`config.mk`:
```
export PLATFORM = sky130hd
export DESIGN_NAME = touch_adc_link
export DESIGN_NICKNAME = d
export VERILOG_FILES = /design/src/rtl/touch_adc_link_pkg.sv /design/src/rtl/touch_adc_link_ctrl.sv /design/src/rtl/touch_adc_link_dpath.sv /design/src/rtl/touch_adc_link.sv
export SDC_FILE = /design/constraint.sdc
export NUM_CORES = 1
export LEC_CHECK = 0
export BUFFER_PORTS_ARGS = -buffer_cell sky130_fd_sc_hd__clkbuf_2
export CAP_MARGIN = 40
export CORE_MARGIN = 4
export CORE_UTILIZATION = 37
export DETAILED_ROUTE_END_ITERATION = 6
export PLACE_DENSITY_LB_ADDON = 0.2
export SYNTH_ARGS = -nofsm -noshare
export SYNTH_HDL_FRONTEND = slang
export SYNTH_SLANG_ARGS = --single-unit
```
`constraint.sdc`:
```
create_clock -name clk -period 4.6 [get_ports clk]
set_clock_uncertainty 0.2 [all_clocks]
set_input_delay 0.46 -clock clk [delete_from_list [all_inputs] [get_ports clk]]
set_output_delay 0.46 -clock clk [all_outputs]
set_load 0.1 [all_outputs]
```
`src/rtl/touch_adc_link_pkg.sv`:
```
package touch_adc_link_pkg;

  typedef enum logic [1:0] {
    ST_HUNT = 2'd0,
    ST_CMD  = 2'd1,
    ST_BUSY = 2'd2
  } frameState_t;

  // Strobes from the frame controller to the datapath
  typedef struct packed {
    logic shiftIn;   // a command bit is on din this edge
    logic wordDone;  // this edge samples the last command bit
    logic loadOut;   // load the result shifter
    logic quiesce;   // chip deselected: clear the output path
  } ctrlStrobe_t;

endpackage

```
`src/rtl/touch_adc_link_ctrl.sv`:
```
module touch_adc_link_ctrl
  import touch_adc_link_pkg::*;
#(
  parameter int CMD_BITS  = 8,
  parameter int PERIOD_HI = 15,
  parameter int PERIOD_LO = 11
) (
  input  logic        clk,
  input  logic        rst,
  input  logic        csn,
  input  logic        din,
  input  logic        res8,
  output ctrlStrobe_t strb,
  output logic        busy
);

  localparam int CNT_W = $clog2(CMD_BITS);
  localparam int AGE_W = $clog2(PERIOD_HI + 1);
  localparam logic [AGE_W-1:0] AGE_MAX = AGE_W'(PERIOD_HI);
  localparam logic [CNT_W-1:0] LAST_CNT = CNT_W'(CMD_BITS - 2);

  frameState_t      state;
  logic [CNT_W-1:0] bitCnt;
  logic [AGE_W-1:0] startAge;
  logic [AGE_W-1:0] period;
  logic             startOk;
  logic             lastBit;

  assign period  = res8 ? AGE_W'(PERIOD_LO) : AGE_W'(PERIOD_HI);
  assign startOk = (state == ST_HUNT) && din && (startAge >= period);
  assign lastBit = (state == ST_CMD) && (bitCnt == LAST_CNT);

  always_ff @(posedge clk) begin
    if (rst || csn) begin
      state    <= ST_HUNT;
      bitCnt   <= '0;
      startAge <= AGE_MAX;
    end else begin
      case (state)
        ST_HUNT: begin
          if (startOk) begin
            state  <= ST_CMD;
            bitCnt <= '0;
          end
        end
        ST_CMD: begin
          bitCnt <= bitCnt + 1'b1;
          if (lastBit) state <= ST_BUSY;
        end
        ST_BUSY: state <= ST_HUNT;
        default: state <= ST_HUNT;
      endcase

      if (startOk)                startAge <= AGE_W'(1);
      else if (startAge != AGE_MAX) startAge <= startAge + 1'b1;
    end
  end

  assign strb.shiftIn  = (state == ST_CMD);
  assign strb.wordDone = lastBit;
  assign strb.loadOut  = (state == ST_BUSY);
  assign strb.quiesce  = csn;
  assign busy          = (state == ST_BUSY);

endmodule

```
`src/rtl/touch_adc_link_dpath.sv`:
```
module touch_adc_link_dpath
  import touch_adc_link_pkg::*;
#(
  parameter int          RES_HI   = 12,
  parameter int          RES_LO   = 8,
  parameter int          CMD_BITS = 8,
  parameter logic [2:0]  X_ADDR   = 3'b101,
  parameter logic [2:0]  Y_ADDR   = 3'b001
) (
  input  logic              clk,
  input  logic              rst,
  input  logic              din,
  input  logic [RES_HI-1:0] sampleIn,
  input  ctrlStrobe_t       strb,
  output logic              dout,
  output logic [2:0]        chanAddr,
  output logic              refSingle,
  output logic              res8,
  output logic [1:0]        pdCode,
  output logic              refErr
);

  localparam int SH_W = CMD_BITS - 2;
  localparam int BL_W = $clog2(RES_HI + 1);

  logic [SH_W-1:0]   cmdShift;
  logic [SH_W:0]     word;
  logic [2:0]        wAddr;
  logic              wMode;
  logic              wRef;
  logic              isPos;
  logic [RES_HI-1:0] sampleHold;
  logic [RES_HI-1:0] outShift;
  logic [BL_W-1:0]   bitsLeft;

  assign word  = {cmdShift, din};
  assign wAddr = word[6:4];
  assign wMode = word[3];
  assign wRef  = word[2];
  assign isPos = (wAddr == X_ADDR) || (wAddr == Y_ADDR);

  // command capture and decode
  always_ff @(posedge clk) begin
    if (rst) begin
      cmdShift   <= '0;
      chanAddr   <= '0;
      refSingle  <= 1'b1;
      res8       <= 1'b0;
      pdCode     <= '0;
      refErr     <= 1'b0;
      sampleHold <= '0;
    end else begin
      if (strb.shiftIn && !strb.wordDone)
        cmdShift <= {cmdShift[SH_W-2:0], din};
      if (strb.wordDone) begin
        chanAddr   <= wAddr;
        res8       <= wMode;
        pdCode     <= word[1:0];
        refSingle  <= wRef | ~isPos;
        sampleHold <= sampleIn;
        if (!wRef && !isPos) refErr <= 1'b1;
      end
    end
  end

  // result shifter
  always_ff @(posedge clk) begin
    if (rst || strb.quiesce) begin
      outShift <= '0;
      bitsLeft <= '0;
    end else if (strb.loadOut) begin
      outShift <= sampleHold;
      bitsLeft <= res8 ? BL_W'(RES_LO) : BL_W'(RES_HI);
    end else if (bitsLeft != '0) begin
      outShift <= {outShift[RES_HI-2:0], 1'b0};
      bitsLeft <= bitsLeft - 1'b1;
    end
  end

  always_ff @(negedge clk) begin
    if (rst || strb.quiesce || bitsLeft == '0) dout <= 1'b0;
    else                                     dout <= outShift[RES_HI-1];
  end

endmodule

```
`src/rtl/touch_adc_link.sv`:
```
module touch_adc_link
  import touch_adc_link_pkg::*;
#(
  parameter int         RES_HI   = 12,
  parameter int         RES_LO   = 8,
  parameter int         CMD_BITS = 8,
  parameter logic [2:0] X_ADDR   = 3'b101,
  parameter logic [2:0] Y_ADDR   = 3'b001
) (
  input  logic              clk,
  input  logic              rst,
  input  logic              csn,
  input  logic              din,
  input  logic [RES_HI-1:0] sampleIn,
  output logic              dout,
  output logic              doutOe,
  output logic              busy,
  output logic [2:0]        chanAddr,
  output logic              refSingle,
  output logic              res8,
  output logic [1:0]        pdCode,
  output logic              refErr
);

  localparam int PERIOD_HI = RES_HI + 3;
  localparam int PERIOD_LO = RES_LO + 3;

  ctrlStrobe_t strb;

  touch_adc_link_ctrl #(
    .CMD_BITS (CMD_BITS),
    .PERIOD_HI(PERIOD_HI),
    .PERIOD_LO(PERIOD_LO)
  ) u_ctrl (
    .clk (clk),
    .rst (rst),
    .csn (csn),
    .din (din),
    .res8(res8),
    .strb(strb),
    .busy(busy)
  );

  touch_adc_link_dpath #(
    .RES_HI  (RES_HI),
    .RES_LO  (RES_LO),
    .CMD_BITS(CMD_BITS),
    .X_ADDR  (X_ADDR),
    .Y_ADDR  (Y_ADDR)
  ) u_dpath (
    .clk      (clk),
    .rst      (rst),
    .din      (din),
    .sampleIn (sampleIn),
    .strb     (strb),
    .dout     (dout),
    .chanAddr (chanAddr),
    .refSingle(refSingle),
    .res8     (res8),
    .pdCode   (pdCode),
    .refErr   (refErr)
  );

  assign doutOe = ~csn;

endmodule

```
==> results.yml, run 1 <==
outcome:
  status: "finished, final reports clean"
placement:
  gp_congestion: 0.707
  dpl.cell_count: 328
  place.port_buffers: 26
  preCtsSetupSlack_ps: 866
  dp_hpwl_mm: 2.95
logic_synthesis:
  synthArstFlopShare: 0
  ys_seq_area_frac: 0.493
  syn_nets: 263
  ys.warnings.count: 0
  synth_area_um2: 2110
  synth_edf_count: 0
  syn_area_per_cell_um2: 8.72
  syn_inst: 242
  synthDistinctLibCells: 39
  synth_top_flop_cell: "dfxtp_1"
  synth-seq-cells: 52
worst_setup_path:
  cp-start-kind: "flip-flop"
  crit_required_ps: 3940
  cp-end-kind: "output pin"
  cpLargestDelayFamily: "buffers and inverters"
  worst-path-buf-inv: 1
  max_stage_delay_ps: 440
  rr_worst_depth: 4
  cp_slowest_cell: "clkbuf_2"
  worstPathArrival_ps: 3390
  worstSetupPathType: "flip-flop to output pin"
  worstPathMaxFanout: 1
  r2r_start: "u_dpath.bitsLeft[0]"
  worst-r2r-setup-slack_ps: 910
  rr_endpoint: "u_dpath.dout"
  cp_cell_sequence: "clkbuf_2"
global_route:
  grt_most_used_layer: "met2"
  grt_usage: 0.132
  use_met1: 0.183
  grt_pass1_wl_mm: 7.61
  grt_pass1_vias: 1581
  overflow: 0
  use_met3: 0.0267
  gr-usage-met2: 0.205
  antenna_found_initial: 0
  grt_max_degree: 28
cells_and_area:
  diodes: 0
  drive_gt1_frac: 0.155
  fin_cells: 336
  layout.nets: 284
  utilization: 0.431
  syn2layout_area_growth_pct: 12.6
clocking:
  cts.path.max_buffers: 2
  clk_latency_ps: 300
  cts_made_buffers: 5
  post_cts.repair.setup_buffers: 0
  clk_pin_slew_worst_paths_ps: 90
  cts_tree: "done"
  cts-root-buf: "clkbuf_8"
  htree_levels: 2
  cts_sinks: 52
  cts_hold_buf: 0
  ctsResizeCount: 0
min_path:
  hold_path.startpoint: "sampleIn[6]"
  min_to: "u_dpath.sampleHold[6]"
  min_path_cells: 3
  hold_class: "input port to flip-flop"
route:
  wire_per_inst_um: 13.2
  num_vias: 1672
  wl_mm: 4.42
  firstDrtPassIters: 4
  drc: 0
  ant_nets: 0
  first_iter_violations: 98
  post_drt_via_cell_ratio: 4.98
timing:
  worst_hold_slack_ps: 166
  worst_slack_ps: 548
  fin_tns_setup_ps: 0
  setup_viol: 0
  worstMarginPinSlew_ps: 788
  finalHoldViolations: 0
  rsz0062_at_grt: "false"
  drv_slew: 0
  relSlewSlack: 0.474
die:
  io_pins: 27
  die_h_um: 83.5
  start_util: 0.383
  rows: 27
  die_x_um: 83.5
  die_area_um2: 6970
  core_um2: 5510
flow_run:
  max_cap_violations: 0
power_and_ir_drop:
  p_leak_uw: 0.000850
  ir_worst_vdd_mv: 0.173
  power_density_nw_per_um2: 387
-- cell type report --
cell class / count / area [um2]
clock inverters: 4 / 22.5
fillers: 556 / 3130
inverters: 6 / 22.5
clock buffers: 5 / 68.8
multi-input cells: 167 / 966
flip-flops and latches: 52 / 1040
repair buffers: 30 / 164
well taps: 72 / 90.1
-- per-stage QoR --
stage | area, um2 | total power [uW]
after global placement | 2280 | 677
after global routing | 2370 | 971
after CTS | 2370 | 932
final | 2370 | 919
after floorplan | 2110 | 653
after detailed placement | 2290 | 678
-- cells by family (layout without fill, tap and decap cells) --
logic type	after synthesis	after routing	share of synthesized area
XOR/XNOR	3	3	0.0125
AND/OR/NAND/NOR	79	79	0.183
adder cells (fa/ha/maj)	5	5	0.0297
AO/OA/AOI/OAI	67	67	0.171
buffers and inverters	23	45	0.0486
flip-flops	52	52	0.493
multiplexers	13	13	0.0617
-- per-layer routing --
metal / wire, um / part of all wire
met1: 2220 / 0.50
met2: 1990 / 0.45
met3: 147 / 0.033
met4: 68 / 0.015
met5: 0 / 0
-- power breakdown --
| part | total, uW | switching (uW) | internal (uW) |
|---|---|---|---|
| sequential | 475 | 11.5 | 463 |
| clock | 256 | 149 | 107 |
| combinational | 188 | 101 | 87.0 |
-- registers in the layout, indices dropped and copies added (netlist names) --
| signal | cells |
|---|---|
| u_dpath.bitsLeft | 4 |
| u_dpath.sampleHold | 12 |
| u_dpath.dout | 1 |
| u_dpath.outShift | 12 |
| u_dpath.chanAddr | 3 |
| u_dpath.refErr | 1 |
| u_dpath.res8 | 1 |
| u_dpath.pdCode | 2 |
| u_dpath.refSingle | 1 |
| u_ctrl.bitCnt | 3 |
| u_ctrl.state | 2 |
| u_ctrl.startAge | 4 |
| u_dpath.cmdShift | 6 |
-- cells in the mapped netlist (2+ instances only) --
cell	count	area share
dfxtp_1	52	0.49
nand2_1	39	0.069
a21oi_1	36	0.085
o21ai_0	21	0.050
clkbuf_1	13	0.023
mux2i_1	13	0.062
nand3_1	10	0.024
nor2_1	7	0.012
inv_1	6	0.011
ha_1	5	0.030
nor3_1	5	0.012
nand2b_1	3	0.0089
buf_6	2	0.011
nand3b_1	2	0.0071
o22ai_1	2	0.0059
or3b_1	2	0.0083
xor2_1	2	0.0083
-- cell usage in the layout (no fill, tap or decap), types with 6 or more instances in the layout --
cell      instances
mux2i_1          13
dfxtp_1          52
clkbuf_2         26
inv_1             6
nand2_1          39
a21oi_1          36
nor2_1            7
o21ai_0          21
nand3_1          10
-- worst max-delay path by stage --
stage,slack (ps),end,from,cells after the start
2_1_floorplan,600,u_dpath.dout,u_dpath.bitsLeft[0],6
3_3_place_gp,900,u_dpath.dout,u_dpath.bitsLeft[0],4
3_5_place_dp,870,u_dpath.dout,u_dpath.bitsLeft[0],4
4_1_cts,540,dout,u_dpath.dout,1
5_1_grt,520,dout,u_dpath.dout,1
6_report,550,dout,u_dpath.dout,1
-- worst register-to-register path, delay by kind of cell, from the launching register on --
family | cells | cell delay [ps]
DFF | 1 | 340
adders and majority gates | 1 | 200
and+or+nand+nor | 2 | 540
buffers and inverters | 1 | 60
Note: power is estimated with default switching activity, not from simulation.
==> run 2: changes to the inputs <==
--- a/config.mk
+++ b/config.mk
@@ -5,8 +5,10 @@
 export SDC_FILE = /design/constraint.sdc
 export NUM_CORES = 1
 export LEC_CHECK = 0
+export ABC_AREA = 1
 export BUFFER_PORTS_ARGS = -buffer_cell sky130_fd_sc_hd__clkbuf_2
 export CAP_MARGIN = 40
+export CORE_ASPECT_RATIO = 0.5
 export CORE_MARGIN = 4
 export CORE_UTILIZATION = 37
 export DETAILED_ROUTE_END_ITERATION = 6
==> run 2 against run 1 <==
Compared with the run above: global-route usage fell by 0.23 points; critical path depth did not move; largest cell class unchanged; hold slack got worse by 2.1 ps; synthesized cell count rose by 19%; first-iteration DRC count fell by 17%; area after synthesis rose by 6.7%; wire length rose by 5.2%; clock-buffer cell count did not move; register-to-register slack improved by 180 ps; critical endpoint unchanged; critical path type unchanged; non-clock buffer count fell by 3.
==> results.yml, run 2 <==
worst_setup_path:
  rr_endpoint: "u_dpath.dout"
  cp-end-kind: "output pin"
  worstPathMaxFanout: 1
  crit_required_ps: 3940
  worst-r2r-setup-slack_ps: 1090
  worst-path-buf-inv: 1
  cp-start-kind: "flip-flop"
  cp_cell_sequence: "clkbuf_2"
  max_stage_delay_ps: 440
  rr_worst_depth: 5
  worstSetupPathType: "flip-flop to output pin"
  cp_slowest_cell: "clkbuf_2"
  worstPathArrival_ps: 3400
  cpLargestDelayFamily: "buffers and inverters"
  r2r_start: "u_dpath.bitsLeft[0]"
timing:
  finalHoldViolations: 0
  rsz0062_at_grt: "false"
  setup_viol: 0
  relSlewSlack: 0.593
  drv_slew: 0
  fin_tns_setup_ps: 0
  worstMarginPinSlew_ps: 610
logic_synthesis:
  synth.top_cell.area_share: 0.462
  synth_edf_count: 0
  syn_area_per_cell_um2: 7.84
  syn_nets: 308
  synth-seq-cells: 52
  synth_area_leaders: "dfxtp_1 46%, nand2_1 8.7%, nor2_1 6.0%, o21ai_0 5.6%, a21oi_1 4.9%"
  synthArstFlopShare: 0
  synthTopCellsByCount: "52 x dfxtp_1, 52 x nand2_1, 36 x nor2_1"
  synthDistinctLibCells: 30
  synth_top_flop_cell: "dfxtp_1"
  yosys.area.top_type: "dfxtp_1"
  syn_inst: 287
  ys.warnings.count: 0
  synth_area_um2: 2250
  ys_seq_area_frac: 0.462
clocking:
  cts_made_buffers: 5
  cts_sinks: 52
  clk_pin_slew_worst_paths_ps: 70
  post_cts.repair.setup_buffers: 0
  ctsResizeCount: 0
  cts_hold_buf: 0
  cts.path.max_buffers: 2
  cts-root-buf: "clkbuf_16"
  clk_latency_ps: 290
  cts_tree: "done"
  htree_levels: 2
cells_and_area:
  drive_gt1_frac: 0.218
  stdcell_area_um2: 2590
  diodes: 0
  syn2layout_area_growth_pct: 15.1
  layout.nets: 332
  top_regs: "u_dpath.outShift: 12 flops, u_dpath.sampleHold: 12 flops, u_dpath.cmdShift: 6 flops"
  final_cell_mix: "52 x nand2_1, 52 x dfxtp_1, 36 x nor2_1, 26 x clkbuf_2"
die:
  io_pins: 27
  rows: 19
  start_util: 0.396
  die_h_um: 63.2
  die_area_um2: 7470
  core_um2: 5680
  die_x_um: 118
route:
  first_iter_violations: 81
  post_drt_via_cell_ratio: 4.78
  wl_mm: 4.65
  wire_per_inst_um: 12.1
  num_vias: 1842
  firstDrtPassIters: 4
  ant_nets: 0
  drc: 0
global_route:
  grt_max_degree: 27
  grt_pass1_wl_mm: 7.96
  antenna_found_initial: 0
  overflow: 0
  grt_pass1_vias: 1729
  grt_usage: 0.130
placement:
  placed_area_um2: 2400
  place.port_buffers: 26
  gp_congestion: 0.701
  dp_hpwl_mm: 3.27
power_and_ir_drop:
  pwr-share-seq: 0.374
  power_density_nw_per_um2: 511
  pwr-share-clk: 0.365
  p_sw_frac: 0.327
  p_leak_uw: 0.00110
  intPower_uw: 890
  ir_worst_vdd_mv: 0.197
  p_comb_frac: 0.261
  power.switching_uw: 433
outcome:
  status: "finished, final reports clean"
min_path:
  hold_class: "input port to flip-flop"
  min_to: "u_dpath.refErr"
  min_path_cells: 2
  hold_path.startpoint: "rst"
flow_run:
  max_cap_violations: 0
[run 2: per-stage QoR]
| step | cells | utilization | hold WS (ps) | worst slack, ps | total power [uW] |
|---|---|---|---|---|---|
| 4_1_cts | 385 | 0.456 | 160 | 539 | 1330 |
| 2_1_floorplan | 287 | - | 230 | 731 | 833 |
| 6_report | 385 | 0.456 | 164 | 543 | 1320 |
| 3_3_place_gp | 377 | 0.422 | 248 | 906 | 838 |
| 3_5_place_dp | 377 | 0.422 | 254 | 909 | 853 |
| 5_1_grt | 385 | 0.456 | 156 | 526 | 1400 |
[run 2: worst register-to-register path, cell delays in order (launching register included)]
cell and delay, ps:
dfxtp_1 320, inv_1 120, ha_1 220, nand3_2 170
inv_1 110, nor2_1 40
[run 2: power groups by stage]
stage               logic [uW]  registers, uW  clock network (uW)
floorplan                  328            502                2.72
global placement           332            503                2.72
detailed placement         345            505                2.72
CTS                        346            495                 494
global route               383            498                 516
finish                     346            495                 483
[run 2: cells by family after synthesis]
family          share of synthesized area
xor+xnor                          0.00389
buf+inv                            0.0856
fa+ha+maj                          0.0278
simple gates                        0.250
flops                               0.462
compound gates                      0.170
[run 2: layout make-up]
| type | instances | area, um2 |
|---|---|---|
| Clock buffer | 5 | 125 |
| Clock inverter | 4 | 72.6 |
| Fill cell | 555 | 3090 |
| Inverter | 27 | 106 |
| Multi-Input combinational cell | 197 | 1020 |
| Sequential cell | 52 | 1040 |
| Tap cell | 73 | 91.3 |
| Timing Repair Buffer | 27 | 138 |
[run 2: worst max-delay path by stage]
| stage | start | endpoint | slack [ps] | cells after the start |
|---|---|---|---|---|
| floorplan | u_dpath.dout | dout | 730 | 0 |
| global placement | u_dpath.dout | dout | 910 | 1 |
| detailed placement | u_dpath.dout | dout | 910 | 1 |
| CTS | u_dpath.dout | dout | 540 | 1 |
| global route | u_dpath.dout | dout | 530 | 1 |
| finish | u_dpath.dout | dout | 540 | 1 |
[run 2: routing by layer]
layer,routed length [um],vias up,GRT usage,part of all wire
met5,0,-,0,0
met1,2390,839,0.173,0.51
met4,43,0,0.0394,0.0092
li1,-,975,-,-
met3,136,5,0.0304,0.029
met2,2090,23,0.211,0.45
==> run 3: changes to the inputs <==
--- a/config.mk
+++ b/config.mk
@@ -10,7 +10,7 @@
 export CAP_MARGIN = 40
 export CORE_ASPECT_RATIO = 0.5
 export CORE_MARGIN = 4
-export CORE_UTILIZATION = 37
+export CORE_UTILIZATION = 60
 export DETAILED_ROUTE_END_ITERATION = 6
 export PLACE_DENSITY_LB_ADDON = 0.2
 export SYNTH_ARGS = -nofsm -noshare
==> run 3 against run 2 <==
Compared with the run above: power shrank 14%; die area shrank 35%; wire length shrank 5.7%; core utilization grew 24 points; clock-buffer cell count grew 1; register-to-register slack lost 40 ps; via count grew 0.54%; clock power shrank 36%; sequential share of layout area grew 2.0 points; cell count shrank 6.0%; non-clock buffer count shrank 1; global-route usage grew 7.4 points.
==> results.yml, run 3 (same netlist as run 2, synthesis figures left out) <==
power_and_ir_drop:
  power_density_nw_per_um2: 462
  ir_worst_vdd_mv: 0.236
  intPower_uw: 737
  p_leak_uw: 0.00105
  power.switching_uw: 404
  p_sw_frac: 0.354
  pwr-share-seq: 0.433
  p_comb_frac: 0.294
  pwr-share-clk: 0.273
min_path:
  hold_class: "input port to flip-flop"
  hold_path.startpoint: "rst"
worst_setup_path:
  cp_slowest_cell: "clkbuf_2"
  worst-path-buf-inv: 1
  cp_cell_sequence: "clkbuf_2"
  worstPathMaxFanout: 1
  max_stage_delay_ps: 440
  worstSetupPathType: "flip-flop to output pin"
  cpLargestDelayFamily: "buffers and inverters"
  r2r_start: "u_dpath.bitsLeft[0]"
  cp-end-kind: "output pin"
  critPathLaunch: "u_dpath.dout"
  worstPathArrival_ps: 3400
  cp-start-kind: "flip-flop"
  crit_required_ps: 3940
placement:
  gp_congestion: 0.780
  placed_area_um2: 2360
  dp_hpwl_mm: 2.96
  place.port_buffers: 26
global_route:
  gr-usage-met2: 0.336
  overflow: 0
  grt_usage: 0.204
  grt_most_used_layer: "met2"
  use_met1: 0.253
  use_met3: 0.0603
  antenna_found_initial: 0
  grt_max_degree: 27
  grt_pass1_wl_mm: 7.73
  grt_pass1_vias: 1783
cells_and_area:
  utilization: 0.700
  syn2layout_area_growth_pct: 9.73
  top_regs: "u_dpath.outShift: 12 flops, u_dpath.sampleHold: 12 flops, u_dpath.cmdShift: 6 flops"
  drive_gt1_frac: 0.212
  final_cell_mix: "52 x nand2_1, 52 x dfxtp_1, 36 x nor2_1, 26 x clkbuf_2"
  diodes: 0
  stdcell_area_um2: 2470
  fill_cells: 299
  multi_input_area_um2: 1020
  layout.nets: 331
  seq_area_um2: 1040
route:
  drc: 0
  first_iter_violations: 88
  num_vias: 1852
  wl_mm: 4.39
  post_drt_via_cell_ratio: 5.12
  firstDrtPassIters: 4
  wire_per_inst_um: 12.1
  ant_nets: 0
clocking:
  post_cts.repair.setup_buffers: 0
  htree_levels: 2
  ctsResizeCount: 0
  cts_sinks: 52
  cts_hold_buf: 0
  clk_pin_slew_worst_paths_ps: 90
  cts_tree: "done"
  cts-root-buf: "clkbuf_8"
  cts_made_buffers: 5
  cts.path.max_buffers: 2
  clk_latency_ps: 310
die:
  rows: 15
  core_um2: 3530
  io_pins: 27
  die_x_um: 94.6
  start_util: 0.638
  die_h_um: 51.3
  die_area_um2: 4850
timing:
  drv_slew: 0
  worstMarginPinSlew_ps: 632
  setup_viol: 0
  relSlewSlack: 0.578
  worst_hold_slack_ps: 158
  rsz0062_at_grt: "false"
  finalHoldViolations: 0
  fin_tns_setup_ps: 0
outcome:
  status: "finished, final reports clean"
flow_run:
  max_cap_violations: 0
==> run 3: cell types whose count changed in the layout (fill, tap and decap cells not counted), sizes merged <==
| cell | before | now |
|---|---|---|
| buf | 1 | 0 |
| bufinv | 2 | 1 |
| clkbuf | 31 | 32 |
| clkinv | 0 | 1 |
| inv | 29 | 28 |
==> run 3: area by class of cell <==
type / instances / share of cell area
clock inverters: 3 / 0.0157
well taps: 51 / 0.0258
inverters: 27 / 0.0431
multi-input cells: 197 / 0.412
repair buffers: 26 / 0.0527
clock buffers: 6 / 0.0294
flip-flops and latches: 52 / 0.421
==> run 3: layer usage <==
metal	wire length (um)	vias up
met5	0	-
met3	155	9
met1	2150	852
met2	2020	23
li1	-	968
met4	63	0
==> run 3: through the flow <==
step	power [uW]	instances	worst slack (ps)
after floorplan	833	287	731
after global placement	829	354	910
after detailed placement	839	354	898
after CTS	1150	362	535
after global routing	1220	362	504
final	1140	362	544
==> run 3: path summary, 6_finish.rpt <==
check / to / slack [ps] / cells past startpoint
max: dout / 540 / 1
min reg2reg: u_dpath.outShift[4] / 270 / 2
min: u_dpath.refErr / 160 / 2
max reg2reg: u_dpath.dout / 1050 / 5
==> run 3: power by group through the flow <==
| stage | clock, uW | combinational (uW) | sequential [uW] |
|---|---|---|---|
| after floorplan | 2.72 | 328 | 502 |
| after global placement | 2.72 | 324 | 503 |
| after detailed placement | 2.72 | 332 | 505 |
| after CTS | 318 | 335 | 494 |
| after global routing | 339 | 380 | 497 |
| final | 311 | 336 | 494 |
